## src/rtl/spi_qm_pkg.sv

```systemverilog
package spi_qm_pkg;

  typedef enum logic {
    SH_IDLE = 1'b0,
    SH_RUN  = 1'b1
  } sh_state_e;

  function automatic int unsigned cnt_w(input int unsigned n);
    return (n < 2) ? 1 : $clog2(n);
  endfunction

endpackage

```

## src/rtl/spi_qm_baud.sv

```systemverilog
module spi_qm_baud #(
  parameter int unsigned HALF_DIV = 2
) (
  input  logic clk,
  input  logic rst_n,
  input  logic run,
  output logic tick
);
  localparam int unsigned CW = spi_qm_pkg::cnt_w(HALF_DIV);

  generate
    if (HALF_DIV <= 1) begin : g_direct
      assign tick = run;
    end else begin : g_count
      localparam logic [CW-1:0] LAST = CW'(HALF_DIV - 1);
      logic [CW-1:0] cnt;

      always_ff @(posedge clk or negedge rst_n) begin
        if (!rst_n)          cnt <= '0;
        else if (!run)       cnt <= '0;
        else if (cnt == LAST) cnt <= '0;
        else                 cnt <= cnt + 1'b1;
      end

      assign tick = run && (cnt == LAST);
    end
  endgenerate

endmodule

```

## src/rtl/spi_qm_shifter.sv

```systemverilog
module spi_qm_shifter #(
  parameter int unsigned FRAME_W = 8
) (
  input  logic               clk,
  input  logic               rst_n,
  input  logic               tick,
  input  logic               halt,
  input  logic               start_ok,
  input  logic               buf_full,
  input  logic [FRAME_W-1:0] buf_data,
  input  logic               miso,
  output logic               load,
  output logic               frame_done,
  output logic [FRAME_W-1:0] rx_byte,
  output logic               run,
  output logic               sck,
  output logic               mosi
);
  import spi_qm_pkg::*;

  localparam int unsigned BW = cnt_w(FRAME_W);
  localparam logic [BW-1:0] LAST_BIT = BW'(FRAME_W - 1);

  sh_state_e          state;
  logic               phase;
  logic [BW-1:0]      bitn;
  logic [FRAME_W-1:0] shreg;
  logic               last_fall;
  logic               chain;

  assign run       = (state == SH_RUN);
  assign last_fall = run && tick && phase && (bitn == LAST_BIT);
  assign chain     = start_ok && buf_full;
  assign load      = !halt && chain && ((state == SH_IDLE) || last_fall);
  assign frame_done = !halt && last_fall;
  assign rx_byte   = {shreg[FRAME_W-2:0], miso};

  always_ff @(posedge clk or negedge rst_n) begin
    if (!rst_n) begin
      state <= SH_IDLE;
      phase <= 1'b0;
      bitn  <= '0;
      shreg <= '0;
      sck   <= 1'b0;
      mosi  <= 1'b0;
    end else if (halt) begin
      state <= SH_IDLE;
      phase <= 1'b0;
      bitn  <= '0;
      sck   <= 1'b0;
    end else begin
      unique case (state)
        SH_IDLE: begin
          if (chain) begin
            shreg <= buf_data;
            state <= SH_RUN;
            phase <= 1'b0;
            bitn  <= '0;
          end
        end
        SH_RUN: begin
          if (tick) begin
            if (!phase) begin
              sck   <= 1'b1;
              mosi  <= shreg[FRAME_W-1];
              phase <= 1'b1;
            end else begin
              sck   <= 1'b0;
              phase <= 1'b0;
              if (bitn == LAST_BIT) begin
                bitn <= '0;
                if (chain) shreg <= buf_data;
                else begin
                  shreg <= rx_byte;
                  state <= SH_IDLE;
                end
              end else begin
                shreg <= rx_byte;
                bitn  <= bitn + 1'b1;
              end
            end
          end
        end
        default: state <= SH_IDLE;
      endcase
    end
  end

endmodule

```

## src/rtl/spi_qm_status.sv

```systemverilog
module spi_qm_status #(
  parameter int unsigned FRAME_W     = 8,
  parameter int unsigned SYNC_STAGES = 2
) (
  input  logic               clk,
  input  logic               rst_n,
  input  logic               spi_en,
  input  logic               tx_ie,
  input  logic               rx_ie,
  input  logic               err_ie,
  input  logic               tx_valid,
  input  logic [FRAME_W-1:0] tx_data,
  input  logic               rx_ready,
  input  logic               fault_n,
  input  logic               load,
  input  logic               frame_done,
  input  logic [FRAME_W-1:0] rx_byte,
  output logic               tx_empty,
  output logic [FRAME_W-1:0] tx_hold,
  output logic               rx_full,
  output logic [FRAME_W-1:0] rx_hold,
  output logic               ovr,
  output logic               modf,
  output logic               fault_hit,
  output logic               tx_irq,
  output logic               rxe_irq
);
  logic [SYNC_STAGES-1:0] sync_q;
  logic                   wr_acc;
  logic                   rd_acc;

  generate
    if (SYNC_STAGES == 1) begin : g_one
      always_ff @(posedge clk or negedge rst_n) begin
        if (!rst_n) sync_q <= '1;
        else        sync_q <= fault_n;
      end
    end else begin : g_chain
      always_ff @(posedge clk or negedge rst_n) begin
        if (!rst_n) sync_q <= '1;
        else        sync_q <= {sync_q[SYNC_STAGES-2:0], fault_n};
      end
    end
  endgenerate

  assign fault_hit = spi_en && !sync_q[SYNC_STAGES-1];
  assign wr_acc    = spi_en && tx_empty && tx_valid;
  assign rd_acc    = rx_full && rx_ready;

  always_ff @(posedge clk or negedge rst_n) begin
    if (!rst_n)         modf <= 1'b0;
    else if (!spi_en)   modf <= 1'b0;
    else if (fault_hit) modf <= 1'b1;
  end

  always_ff @(posedge clk or negedge rst_n) begin
    if (!rst_n) begin
      tx_empty <= 1'b1;
      tx_hold  <= '0;
    end else if (!spi_en) begin
      tx_empty <= 1'b1;
    end else if (wr_acc) begin
      tx_empty <= 1'b0;
      tx_hold  <= tx_data;
    end else if (load) begin
      tx_empty <= 1'b1;
    end
  end

  always_ff @(posedge clk or negedge rst_n) begin
    if (!rst_n) begin
      rx_full <= 1'b0;
      rx_hold <= '0;
      ovr     <= 1'b0;
    end else if (!spi_en) begin
      rx_full <= 1'b0;
      ovr     <= 1'b0;
    end else begin
      if (rd_acc) begin
        rx_full <= 1'b0;
        ovr     <= 1'b0;
      end
      if (frame_done) begin
        if (rx_full && !rd_acc) begin
          ovr <= 1'b1;
        end else begin
          rx_full <= 1'b1;
          rx_hold <= rx_byte;
        end
      end
    end
  end

  assign tx_irq  = spi_en && tx_ie && tx_empty;
  assign rxe_irq = spi_en && ((rx_ie && rx_full) || (err_ie && (ovr || modf)));

endmodule

```

## src/rtl/spi_qmaster.sv

```systemverilog
module spi_qmaster #(
  parameter int unsigned FRAME_W     = 8,
  parameter int unsigned HALF_DIV    = 2,
  parameter int unsigned SYNC_STAGES = 2
) (
  input  logic               clk,
  input  logic               rst_n,
  input  logic               spi_en,
  input  logic               tx_ie,
  input  logic               rx_ie,
  input  logic               err_ie,
  input  logic               tx_valid,
  output logic               tx_ready,
  input  logic [FRAME_W-1:0] tx_data,
  output logic               rx_valid,
  input  logic               rx_ready,
  output logic [FRAME_W-1:0] rx_data,
  output logic               sck,
  output logic               mosi,
  input  logic               miso,
  input  logic               fault_n,
  output logic               ovr_flag,
  output logic               modf_flag,
  output logic               tx_irq,
  output logic               rxe_irq
);
  logic               tick;
  logic               run;
  logic               load;
  logic               frame_done;
  logic [FRAME_W-1:0] rx_byte;
  logic               tx_empty;
  logic [FRAME_W-1:0] tx_hold;
  logic               fault_hit;
  logic               halt;
  logic               start_ok;

  assign halt     = !spi_en || fault_hit;
  assign start_ok = spi_en && !modf_flag && !fault_hit;
  assign tx_ready = spi_en && tx_empty;

  spi_qm_baud #(.HALF_DIV(HALF_DIV)) u_baud (
    .clk   (clk),
    .rst_n (rst_n),
    .run   (run),
    .tick  (tick)
  );

  spi_qm_shifter #(.FRAME_W(FRAME_W)) u_shift (
    .clk        (clk),
    .rst_n      (rst_n),
    .tick       (tick),
    .halt       (halt),
    .start_ok   (start_ok),
    .buf_full   (!tx_empty),
    .buf_data   (tx_hold),
    .miso       (miso),
    .load       (load),
    .frame_done (frame_done),
    .rx_byte    (rx_byte),
    .run        (run),
    .sck        (sck),
    .mosi       (mosi)
  );

  spi_qm_status #(.FRAME_W(FRAME_W), .SYNC_STAGES(SYNC_STAGES)) u_stat (
    .clk        (clk),
    .rst_n      (rst_n),
    .spi_en     (spi_en),
    .tx_ie      (tx_ie),
    .rx_ie      (rx_ie),
    .err_ie     (err_ie),
    .tx_valid   (tx_valid),
    .tx_data    (tx_data),
    .rx_ready   (rx_ready),
    .fault_n    (fault_n),
    .load       (load),
    .frame_done (frame_done),
    .rx_byte    (rx_byte),
    .tx_empty   (tx_empty),
    .tx_hold    (tx_hold),
    .rx_full    (rx_valid),
    .rx_hold    (rx_data),
    .ovr        (ovr_flag),
    .modf       (modf_flag),
    .fault_hit  (fault_hit),
    .tx_irq     (tx_irq),
    .rxe_irq    (rxe_irq)
  );

endmodule

```

## config.mk

```make
export PLATFORM = sky130hd
export DESIGN_NAME = spi_qmaster
export DESIGN_NICKNAME = d
export VERILOG_FILES = /design/src/rtl/spi_qm_pkg.sv /design/src/rtl/spi_qm_baud.sv /design/src/rtl/spi_qm_shifter.sv /design/src/rtl/spi_qm_status.sv /design/src/rtl/spi_qmaster.sv
export SDC_FILE = /design/constraint.sdc
export NUM_CORES = 1
export LEC_CHECK = 0
export CAP_MARGIN = 5
export CORE_MARGIN = 3
export CORE_UTILIZATION = 45
export DETAILED_ROUTE_END_ITERATION = 12
export PLACE_DENSITY = 0.84
export SLEW_MARGIN = 30
export SYNTH_ARGS = -nofsm -noshare
export SYNTH_HDL_FRONTEND = slang
export SYNTH_SLANG_ARGS = --single-unit
```

## constraint.sdc

```tcl
create_clock -name clk -period 1.7 [get_ports clk]
set_input_delay 0.34 -clock clk [delete_from_list [all_inputs] [get_ports clk]]
set_output_delay 0.34 -clock clk [all_outputs]
set_load 0.005 [all_outputs]
```

* After elaboration in Yosys (flattened, before gate mapping)
Cells that the tools add are included.
Cells by class: add/sub/neg operators 2, eq/ne operators 9, multiplexer cells 40, bitwise gates (word level) 4, reductions and logical operators 40
Operator list (number):
- $mux 8 | 5
- $mux 1 | 26
- $logic_and 1x1->1 | 20
- $pmux 8 s2 | 1
- $mux 3 | 5
- $ne 3x1->1 const B | 3
- $reduce_and 4->1 | 2
- $logic_not 1->1 | 7
- $ne 2x1->1 const B | 3
- $pmux 3 s2 | 1
- $reduce_and 2->1 | 3
- $reduce_and 3->1 | 2
- $logic_or 1x1->1 | 4
- $not 1->1 | 4
- $pmux 1 s2 | 2
- $reduce_bool 2->1 | 2
- $add 3x1->3 const B | 1
- $eq 3x3->1 const B | 1
- $ne 3x2->1 const B | 1
- $ne 2x2->1 const B | 1
- $add 1x1->1 const B | 1
Word-level totals: register bits 38, input port bits 18, output and inout bits 16

* Depth between registers and ports, before layout
Gate-level depths: netlist of run 1.
depth in word-level cells 11, depth in mapped cells 6, depth with buffers taken out 6

* Modules after synthesis
Synthesis of run 1 repeated with hierarchy kept, for this count alone.
Unflattened totals: cells, all modules 160, area total of the unflattened synthesis 1911.8 um^2
By module, submodules not included:
- spi_qm_shifter | instances 1, cells an instance 95, area an instance 933.4 um^2
- spi_qm_status | instances 1, cells an instance 58, area an instance 907.1 um^2
- spi_qm_baud | instances 1, cells an instance 3, area an instance 41.3 um^2
- spi_qmaster | instances 1, cells an instance 4, area an instance 30.0 um^2

* Worst setup path before layout of run 1
Ideal clock, no wire load.
path kind reg-to-reg, from reg u_shift.bitn[0], to reg u_stat.rx_hold[0], library setup time 0.125 ns, arrival time 1.551 ns, data required time 1.575 ns, setup slack 0.024 ns, cell stages (with the launch flop) 6, path buffers 0, clock period less this slack 1.676 ns, path through dfrtp_1 -> ha_1 -> ha_1 -> nand3_2 -> nor3_4 -> mux2_2
Between the ends: cells in the longest elaborated chain, start to end 4
Ends and longest elaborated chain:
- start, declared | line spi_qm_shifter.sv:26 | logic [BW-1:0] bitn;
- start signal, assigned | line spi_qm_shifter.sv:79 | bitn <= bitn + 1'b1;
- $eq 3x3->1 | line spi_qm_shifter.sv:32 | assign last_fall = run && tick && phase && (bitn == LAST_BIT);
- $logic_and 1x1->1 | line spi_qm_shifter.sv:32
- $logic_and 1x1->1 | line spi_qm_shifter.sv:35 | assign frame_done = !halt && last_fall;
- $reduce_and 3->1 (no line)
- end signal, assigned | line spi_qm_status.sv:88 | rx_hold <= rx_byte;
- end, declared | line spi_qm_status.sv:21 | output logic [FRAME_W-1:0] rx_hold,
Every way passes these cells. A chain may end at the register's enable or synchronous reset.

* Final worst setup path of run 1
from reg u_shift.bitn[0], to reg u_stat.rx_hold[3]
Same word-level chain as after synthesis.

==> metrics.md, run 1 <==
| Metric | Value |
|---|---|
| Status | `completed` |
| GP Congestion | `0.782` |
| Hpwl dp | `2650 microns` |
| Pre-CTS WS | `-0.327 ns` |
| Path category of the worst min-delay check | `in2async` |
| Design area | `2410 sq um` |
| Post-Synth XOR/XNOR Area | `0` |
| Post-synthesis sequential area ratio | `0.557` |
| Vias/cell | `5.36` |
| Post-synth net total | `161` |
| H-tree level count | `2` |
| Post-route ant nets | `0` |
| Crit path kind | `reg2reg` |
| Vias in the first global route | `1320` |
| Slowest-stage cell, CP | `dfrtp_1` |
| Psw | `0.532 mW` |
| Slew @ Worst Pin | `0.526 ns` |
| Clock Latency Late Sink | `0.29 ns` |
| Hold Fails Final Rpt | `0` |
| Synth Register Bits | `38` |
| Starting Density | `0.490` |
| Antenna violations before repair | `0` |
| Power Internal | `1.52 mW` |
| Post-synth EDFFs | `0` |
| CP arrival | `1.83 ns` |
| DR WL/cell | `16.2 microns` |
| R2R cell count | `6` |
| RSZ-0062 raised after global routing | `true` |
| Die area | `4580 sq um` |
| GRT Total Usage | `0.189` |
| Main combinational cell family by area after synthesis | `multiplexers` |
| Simple-Gate Fraction of Synth Area | `0.144` |
| Post-synth ARST share | `1.00` |
| Post-synth top flop | `dfrtp_1` |
| Final worst path period share | `0.976` |
| Metal-1 WL | `1540 microns` |
| Root Buffer | `clkbuf_8` |
| Cts hold-fix bufs | `0` |
| Proportion of synthesized area in mux cells | `0.159` |
| Number of CTS-inserted buffers | `5` |
| Max frequency | `603 MHz` |
| Part of the power in registers | `0.541` |
| CP required | `1.87 ns` |
| CP top delay family | `flip-flops` |
| Drt drc | `0` |
| Clock Power Share | `0.311` |
| Fraction of layout cells with a size suffix above 1 | `0.323` |
| Final cell utilization of the core | `0.690` |
| Clk buf depth | `2` |
| Top Layer Used | `met4` |
| Commonest non-fill, non-tap cell in the layout | `dfrtp_1` |
| Leakage power | `1.07 nW` |
| Final Non-Filler Cells | `241` |
| Critical path depth in cells | `6` |
| Power per cell area | `852 nW/um^2` |
| Sw Ratio | `0.259` |
| Core ar. | `3490 sq um` |
| Placed Area | `2220 sq um` |
| Drt total wl | `3910 microns` |
| CP max FO | `8` |
| NumNets Final | `214` |
| # diodes | `0` |
| Max-cap violations | `0` |
| Clock slew at the register clock pins of the worst setup and hold paths | `0.07 ns` |
| Synth-to-layout area growth | `40.7%` |
| Worst path cell trace | `ha_2 > ha_4 > nand3_4 > nor3_4 > buf_12 > mux2_2` |
| Buf/Inv on CP | `1` |
| Reg-to-reg startpoint | `u_shift.bitn[0]` |
| First-pass iteration count of the detailed router | `4` |
| Die width | `67.7 microns` |
| Grt ovf | `0` |
| CTS tree | `done` |
| Final setup viols | `0` |
| Die height | `67.7 microns` |
| Syn Std Cell Area | `1710 sq um` |
| Max-slew headroom | `0.650` |
| # IOs | `34` |
| Met2 WL post-DR | `2130 microns` |
| Mean Syn Cell Area | `12.1 sq um` |
| DP Cell Count | `229` |
| Worst Setup End Kind | `flop` |
| Adder-Cell Fraction of Synth Area | `0.0146` |
| Iter 0 DRT Violations | `87` |
| Final Worst Setup Slack | `0.0410 ns` |
| Min cycle time layout | `1.66 ns` |
| Startpoint types | `flop` |
| Layout Skew | `0.00439 ns` |
| Row count | `21` |
| Comb power frac | `0.149` |
| Fill cell count | `253` |
| Setup crit start | `u_shift.bitn[0]` |
| Post-Syn Instances | `141` |
| Slew Limit Fails | `0` |
| Synth unique cells | `37` |
| Largest net degree at the start of global routing | `24` |
| First-pass GRT wire length | `6240 microns` |
| CTS Sinks | `38` |
| Setup_tns | `0 ns` |
| Buffers on Ports | `33` |
| Slowest Stage Delay on Critical Path | `0.37 ns` |
| Maximum vdd drop | `0.727 mV` |
| Yosys warns | `0` |
| Routed via count | `1292` |
| Met3 wire len | `173 microns` |
| Compound-Gate Fraction of Synth Area | `0.104` |
| Commonest non-fill, non-tap cells in the layout | `35 x dfrtp_1, 28 x clkdlybuf4s50_1, 13 x nand2_1, 13 x buf_4, 12 x mux2_2` |
-- stage by stage --
step	total power, mW	hold slack, ns
3_3_place_gp	1.38	0.325
3_5_place_dp	1.41	0.346
6_report	2.05	0.0191
2_1_floorplan	1.26	0.0444
4_1_cts	2.05	0.0287
5_1_grt	2.16	0.0436
-- worst reg2reg max path, cell delays in order (launching register included) --
cell,delay (ns)
dfrtp_1,0.37
ha_2,0.20
ha_4,0.14
nand3_4,0.09
nor3_4,0.24
buf_12,0.16
mux2_2,0.33
-- layer usage --
layer  global-route usage  up-vias
li1                     -      604
met1                0.217      649
met2                0.326       32
met3               0.0582        7
met4               0.0709        0
met5                    0        -
-- sequential cells by signal, indices dropped and copies added, names as in the netlist, 2 cells and up --
register and flops:
u_stat.tx_hold 8, u_stat.sync_q 2, u_shift.bitn 3, u_stat.rx_hold 8
u_shift.shreg 8
-- Yosys cell counts, types with 2 or more instances --
cell / instances / area [sq um]
a21oi_1: 11 / 55.1
a21oi_2: 3 / 26.3
buf_2: 2 / 10.0
dfrtp_1: 35 / 876
dfstp_2: 3 / 78.8
ha_1: 2 / 25.0
mux2_2: 16 / 180
mux2i_1: 8 / 80.1
nand2_1: 13 / 48.8
nand3_1: 2 / 10.0
nand4_1: 2 / 12.5
nor2_1: 11 / 41.3
nor2b_1: 5 / 31.3
o21ai_0: 5 / 25.0
-- cells by family (layout without fill, tap and decap cells) --
| kind of cell | after synthesis | count (layout) |
|---|---|---|
| compound gates | 26 | 26 |
| fa+ha+maj | 2 | 2 |
| buf+inv | 6 | 60 |
| flops | 38 | 38 |
| mux | 25 | 25 |
| simple gates | 44 | 44 |
-- power by group through the flow --
stage	Combinational [mW]	Sequential [mW]	Clock, mW
floorplan	0.176	1.09	0
global placement	0.276	1.11	0
detailed placement	0.288	1.12	0
CTS	0.295	1.10	0.660
global route	0.343	1.12	0.695
finish	0.306	1.11	0.638
-- path summary, 6_finish.rpt --
path                                      to  slack (ns)
hold reg to reg             u_stat.sync_q[1]        0.36
max in group asynchronous   u_stat.sync_q[0]        1.05
setup reg to reg           u_stat.rx_hold[3]        0.04
min in group clk            u_stat.sync_q[1]        0.36
hold / removal               u_shift.bitn[0]        0.02
setup / recovery           u_stat.rx_hold[3]        0.04
-- area by class of cell --
type | instances | area [sq um] | share of cell area
tap | 46 | 57.6 | 0.0239
clock inverter | 2 | 12.5 | 0.00519
multi-input combinational | 97 | 774 | 0.321
inverter | 1 | 3.75 | 0.00156
clock buffer | 6 | 82.6 | 0.0343
sequential | 38 | 955 | 0.396
timing repair buffer | 51 | 524 | 0.218
-- repair_timing --
action	4_1_cts	5_1_grt
setup endpoints to repair	11	13
gates resized for setup	6	12
cloned	0	1
buffers inserted	2	1
pin swaps	1	5
Note: power is estimated with default switching activity, not from simulation.
==> run 2, diff against run 1 <==
--- a/config.mk
+++ b/config.mk
@@ -9,7 +9,8 @@
 export CORE_MARGIN = 3
 export CORE_UTILIZATION = 45
 export DETAILED_ROUTE_END_ITERATION = 12
-export PLACE_DENSITY = 0.84
+export DONT_BUFFER_PORTS = 1
+export PLACE_DENSITY = 0.72
 export SLEW_MARGIN = 30
 export SYNTH_ARGS = -nofsm -noshare
 export SYNTH_HDL_FRONTEND = slang
==> metrics.md, run 2 (synthesized netlist as in run 1, its figures left out) <==
| Metric | Value |
|---|---|
| Status | `completed` |
| First-pass iteration count of the detailed router | `4 (unchanged)` |
| Drt total wl | `3380 microns (-14%)` |
| Layout Skew | `0.0145 ns (+0.0101 ns)` |
| Maximum vdd drop | `0.642 mV (-12%)` |
| Leakage power | `0.892 nW (-17%)` |
| First-pass GRT wire length | `5380 microns (-14%)` |
| Worst setup path end | `u_shift.shreg[0]` |
| DR WL/cell | `16.9 microns (+4.1%)` |
| Setup_tns | `0 ns (unchanged)` |
| Largest net degree at the start of global routing | `39 (+63%)` |
| Reg-to-reg startpoint | `u_shift.bitn[0]` |
| Row count | `21 (unchanged)` |
| Number of CTS-inserted buffers | `5 (unchanged)` |
| Root Buffer | `clkbuf_8` |
| Die area | `4580 sq um (unchanged)` |
| Fraction of layout cells with a size suffix above 1 | `0.331 (+0.00809)` |
| Fill cell count | `286 (+13%)` |
| GP Congestion | `0.794 (+1.5%)` |
| H-tree level count | `2 (unchanged)` |
| Max-slew headroom | `0.710 (+0.0602)` |
| Antenna violations before repair | `0 (unchanged)` |
| Power per cell area | `1000 nW/um^2 (+17%)` |
| Startpoint types | `flop` |
| Clock slew at the register clock pins of the worst setup and hold paths | `0.08 ns (about the same)` |
| Min cycle time layout | `1.64 ns (-0.0234 ns)` |
| CP required | `1.87 ns (about the same)` |
| Routed via count | `1117 (-14%)` |
| Commonest non-fill, non-tap cells in the layout | `35 x dfrtp_1, 16 x mux2_2, 13 x nand2_1` |
| Vias in the first global route | `1132 (-14%)` |
| Layer with the highest usage | `met2` |
| Die height | `67.7 microns (unchanged)` |
| Clk buf depth | `2 (unchanged)` |
| Reg area | `955 sq um (unchanged)` |
| Overall power | `1.97 mW (-3.9%)` |
| Vias/cell | `5.59 (+4.2%)` |
| Worst Setup End Kind | `flop` |
| CP max FO | `8 (unchanged)` |
| RSZ-0062 raised after global routing | `false` |
| Hpwl dp | `2310 microns (-13%)` |
| Placed Area | `1790 sq um (-19%)` |
| Max-cap violations | `0 (unchanged)` |
| CTS tree | `done` |
| CP arrival | `1.81 ns (-0.02 ns)` |
| Setup crit start | `u_shift.bitn[0]` |
| GRT Total Usage | `0.162 (-0.0264)` |
| Hold Fails Final Rpt | `0 (unchanged)` |
| DP Cell Count | `188 (-18%)` |
| Drt drc | `0 (unchanged)` |
| Starting Density | `0.490 (unchanged)` |
| Final setup viols | `0 (unchanged)` |
| Crit path kind | `reg2reg` |
| Grt ovf | `0 (unchanged)` |
| NumNets Final | `173 (-19%)` |
| Regs by FF count | `u_shift.shreg: 8 flops, u_stat.rx_hold: 8 flops, u_stat.tx_hold: 8 flops` |
| Routing usage on met3 | `0.0582 (unchanged)` |
| CTS Sinks | `38 (unchanged)` |
| Commonest non-fill, non-tap cell in the layout | `dfrtp_1` |
| Hold Startpoint | `fault_n` |
| Post-route ant nets | `0 (unchanged)` |
| Path category of the worst min-delay check | `in2reg` |
| Die width | `67.7 microns (unchanged)` |
| Clock Latency Late Sink | `0.29 ns (about the same)` |
| Multi-input logic area | `743 sq um (-4.0%)` |
| Slew Limit Fails | `0 (unchanged)` |
| Iter 0 DRT Violations | `73 (-16%)` |
| # diodes | `0 (unchanged)` |
| Synth-to-layout area growth | `15.2%` |
| Core ar. | `3490 sq um (unchanged)` |
| Max frequency | `611 MHz (+1.4%)` |
| R2r endpoint | `u_shift.shreg[0]` |
| Buffers on Ports | `0 (-100%)` |
| Final Non-Filler Cells | `200 (-17%)` |
| Design area | `1970 sq um (-18%)` |
| R2R cell count | `7 (+1)` |
| Worst R2R Setup Slack | `0.06 ns (+0.02 ns)` |
| # IOs | `34 (unchanged)` |
| Slew @ Worst Pin | `0.434 ns (-0.0913 ns)` |
| Global Route met1 Usage | `0.200 (-0.0170)` |
| Met2 usage | `0.259 (-0.0668)` |
| Final worst path period share | `0.962 (-0.0138)` |
[run 2: cell types whose count changed in the layout (fill, tap and decap cells not counted), sizes merged]
cell / change
clkbuf: -1
buf: -9
dlygate4sd2: -3
clkdlybuf4s50: -28
dlygate4sd3: +1
clkdlybuf4s15: -1
[run 2: cell type report]
| type | instances | share of cell area |
|---|---|---|
| timing repair buffer | 10 | 0.0602 |
| clock inverter | 2 | 0.00634 |
| tap | 46 | 0.0292 |
| clock buffer | 6 | 0.0419 |
| multi-input combinational | 97 | 0.377 |
| sequential | 38 | 0.484 |
| inverter | 1 | 0.00190 |
[run 2: metal layers]
layer | part of all wire | routed length [microns]
met4 | 0.012 | 42
met3 | 0.079 | 266
met5 | 0 | 0
met2 | 0.48 | 1640
met1 | 0.42 | 1440
[run 2: worst max-delay path, cell delays in order, from the launching register on]
cell and delay (ns):
dfrtp_1 0.41, ha_2 0.22, ha_4 0.14, nand3_4 0.09
o21ai_4 0.18, buf_12 0.15, mux2i_1 0.22, a21oi_1 0.10
[run 2: stage by stage]
stage | hold WS (ns) | setup slack, ns | utilization
floorplan | 0.0444 | 0.0243 | -
global placement | 0.0458 | 0.0537 | 0.513
detailed placement | 0.0459 | 0.0134 | 0.513
CTS | 0.0390 | 0.00388 | 0.550
global route | 0.0306 | 0.000627 | 0.565
finish | 0.0519 | 0.0645 | 0.565
[run 2: worst min path at each step]
stage | to | slack [ns] | cells after the start
final | u_stat.sync_q[0] | 0.05 | 0
after global routing | u_stat.sync_q[0] | 0.03 | 0
after CTS | u_stat.sync_q[0] | 0.04 | 0
after detailed placement | u_stat.modf | 0.05 | 0
after global placement | u_shift.run | 0.05 | 0
after floorplan | u_baud.g_count.cnt | 0.04 | 0
[run 2: timing repair]
item,CTS,global route
hold buffers,2,0
pin swaps,0,3
buffers inserted,0,2
gates resized for setup,1,4
gates cloned,0,0
setup endpoints to repair,2,16
hold endpoints to repair,38,0
[run 2: power by group]
part	switching (mW)	internal, mW	leakage (nW)	total, mW
clock	0.317	0.326	0.0472	0.643
sequential	0.0828	1.02	0.480	1.10
combinational	0.111	0.117	0.365	0.228
total	0.511	1.46	0.892	1.97
==> run 3, diff against run 2 <==
--- a/config.mk
+++ b/config.mk
@@ -11,6 +11,7 @@
 export DETAILED_ROUTE_END_ITERATION = 12
 export DONT_BUFFER_PORTS = 1
 export PLACE_DENSITY = 0.72
+export RECOVER_POWER = 50
 export SLEW_MARGIN = 30
 export SYNTH_ARGS = -nofsm -noshare
 export SYNTH_HDL_FRONTEND = slang
==> metrics.md, run 3 (synthesized netlist as in run 1, its figures left out) <==
| Metric | Value |
|---|---|
| Die area | `4580 sq um (unchanged)` |
| Antenna violations before repair | `0 (unchanged)` |
| Worst Setup End Kind | `flop` |
| Row count | `21 (unchanged)` |
| First-pass GRT wire length | `5380 microns (unchanged)` |
| Root Buffer | `clkbuf_8` |
| Sw Ratio | `0.259 (about the same)` |
| Overall power | `1.97 mW (-0.39%)` |
| CP max FO | `8 (unchanged)` |
| Power per cell area | `1010 nW/um^2 (+0.56%)` |
| Layout Skew | `0.0137 ns (-0.000811 ns)` |
| Hold Crit Depth | `0 (unchanged)` |
| Leakage power | `0.883 nW (-1.0%)` |
| Fill cell count | `288 (+0.70%)` |
| Vias in the first global route | `1132 (unchanged)` |
| Largest net degree at the start of global routing | `39 (unchanged)` |
| RSZ-0062 raised after global routing | `false` |
| Iter 0 DRT Violations | `68 (-6.8%)` |
| First-pass iteration count of the detailed router | `4 (unchanged)` |
| Die width | `67.7 microns (unchanged)` |
| Clock slew at the register clock pins of the worst setup and hold paths | `0.08 ns (about the same)` |
| Fraction of layout cells with a size suffix above 1 | `0.325 (-0.00649)` |
| Vias/cell | `5.60 (+0.27%)` |
| GRT Total Usage | `0.162 (unchanged)` |
| Hold Startpoint | `fault_n` |
| GP Congestion | `0.794 (unchanged)` |
| Comb power frac | `0.113 (-0.003)` |
| H-tree level count | `2 (unchanged)` |
| CP required | `1.87 ns (about the same)` |
| Clock Power Share | `0.326 (about the same)` |
| Worst min-delay path endpoint | `u_stat.sync_q[0]` |
| Buffers on Ports | `0 (unchanged)` |
| Maximum vdd drop | `0.641 mV (about the same)` |
| Final Non-Filler Cells | `200 (unchanged)` |
| R2R cell count | `7 (unchanged)` |
| NumNets Final | `173 (unchanged)` |
| Worst R2R Setup Slack | `0.07 ns (about the same)` |
| Power Internal | `1.46 mW (-0.37%)` |
| Clk buf depth | `2 (unchanged)` |
| Final worst path period share | `0.961 (about the same)` |
| Part of the power in registers | `0.561 (+0.002)` |
| CTS tree | `done` |
| Path category of the worst min-delay check | `in2reg` |
| Status | `completed` |
| Core ar. | `3490 sq um (unchanged)` |
| Max frequency | `612 MHz (about the same)` |
| Slew @ Worst Pin | `0.903 ns (+0.468 ns)` |
| CP arrival | `1.81 ns (about the same)` |
| Setup_tns | `0 ns (unchanged)` |
| Routed via count | `1120 (+0.27%)` |
| Number of CTS-inserted buffers | `5 (unchanged)` |
| DR WL/cell | `16.9 microns (about the same)` |
| Die height | `67.7 microns (unchanged)` |
| # diodes | `0 (unchanged)` |
| Starting Density | `0.490 (unchanged)` |
| Psw | `0.508 mW (-0.45%)` |
| Hold Fails Final Rpt | `0 (unchanged)` |
| Startpoint types | `flop` |
| Max-slew headroom | `0.398 (-0.312)` |
| Commonest non-fill, non-tap cells in the layout | `35 x dfrtp_1, 16 x mux2_2, 13 x nand2_1` |
| Regs by FF count | `u_shift.shreg: 8 flops, u_stat.rx_hold: 8 flops, u_stat.tx_hold: 8 flops` |
| Grt ovf | `0 (unchanged)` |
| Max-cap violations | `0 (unchanged)` |
| Crit path kind | `reg2reg` |
| Min cycle time layout | `1.63 ns (-0.00125 ns)` |
| # IOs | `34 (unchanged)` |
| Final setup viols | `0 (unchanged)` |
| Drt drc | `0 (unchanged)` |
| CTS Sinks | `38 (unchanged)` |
| Slew Limit Fails | `0 (unchanged)` |
| Setup crit start | `u_shift.bitn[0]` |
| Post-route ant nets | `0 (unchanged)` |
| Reg-to-reg startpoint | `u_shift.bitn[0]` |
| Synth-to-layout area growth | `14.1%` |
| DP Cell Count | `188 (unchanged)` |
| Drt total wl | `3380 microns (about the same)` |
| Commonest non-fill, non-tap cell in the layout | `dfrtp_1` |
| Clock Latency Late Sink | `0.29 ns (about the same)` |
| R2r endpoint | `u_shift.shreg[0]` |
| Final cell utilization of the core | `0.559 (-0.00537)` |
| Hpwl dp | `2310 microns (unchanged)` |
-- run 3: changes by cell type in the layout (fill, tap and decap cells not counted) --
| cell | change |
|---|---|
| clkbuf_1 | +1 |
| buf_12 | -1 |
| buf_4 | -1 |
| clkbuf_2 | +1 |
-- run 3: final cells by class --
| type | count | area (sq um) | area share |
|---|---|---|---|
| clock buffers | 6 | 82.6 | 0.0423 |
| well taps | 46 | 57.6 | 0.0294 |
| repair buffers | 10 | 100 | 0.0512 |
| multi-input cells | 97 | 743 | 0.380 |
| flip-flops and latches | 38 | 955 | 0.488 |
| clock inverters | 2 | 12.5 | 0.00640 |
| inverters | 1 | 3.75 | 0.00192 |
-- run 3: worst max-delay path, stage by stage (launching register included) --
cell and delay, ns:
dfrtp_1 0.41, ha_2 0.22, ha_4 0.14, nand3_4 0.09
o21ai_4 0.18, buf_12 0.15, mux2i_1 0.22, a21oi_1 0.10
-- run 3: worst max path at each step --
stage                        end  slack, ns  depth (start not counted)
3_5_place_dp   u_stat.rx_hold[3]       0.01                          6
6_report        u_shift.shreg[0]       0.07                          7
3_3_place_gp   u_stat.rx_hold[4]       0.05                          6
2_1_floorplan  u_stat.rx_hold[0]       0.02                          5
5_1_grt         u_shift.shreg[0]     0.0006                          7
4_1_cts         u_shift.shreg[0]      0.004                          6
-- run 3: power by group through the flow --
stage | Clock, mW | Sequential, mW | Combinational [mW]
floorplan | 0 | 1.09 | 0.176
global placement | 0 | 1.11 | 0.191
detailed placement | 0 | 1.12 | 0.202
CTS | 0.656 | 1.10 | 0.230
global route | 0.697 | 1.12 | 0.254
finish | 0.641 | 1.10 | 0.222
-- run 3: timing repair --
item | 4_1_cts | 5_1_grt
hold endpoints to repair | 38 | 0
buffers inserted | 0 | 2
pin swaps | 0 | 3
gates resized for setup | 1 | 4
endpoints found under the setup margin | 2 | 16
hold buffers | 2 | 0
-- run 3: per-stage QoR --
| stage | area (sq um) | hold slack, ns | setup WS [ns] |
|---|---|---|---|
| after floorplan | 1710 | 0.0444 | 0.0243 |
| after global placement | 1790 | 0.0458 | 0.0537 |
| after detailed placement | 1790 | 0.0459 | 0.0134 |
| after CTS | 1920 | 0.0390 | 0.00388 |
| after global routing | 1950 | 0.0306 | 0.000627 |
| final | 1950 | 0.0521 | 0.0657 |
-- run 3: metal layers --
layer	vias up	GRT usage	routed length, microns
met4	0	0.0608	42
met1	557	0.200	1430
met5	-	0	0
li1	516	-	-
met2	43	0.259	1640
met3	4	0.0582	266
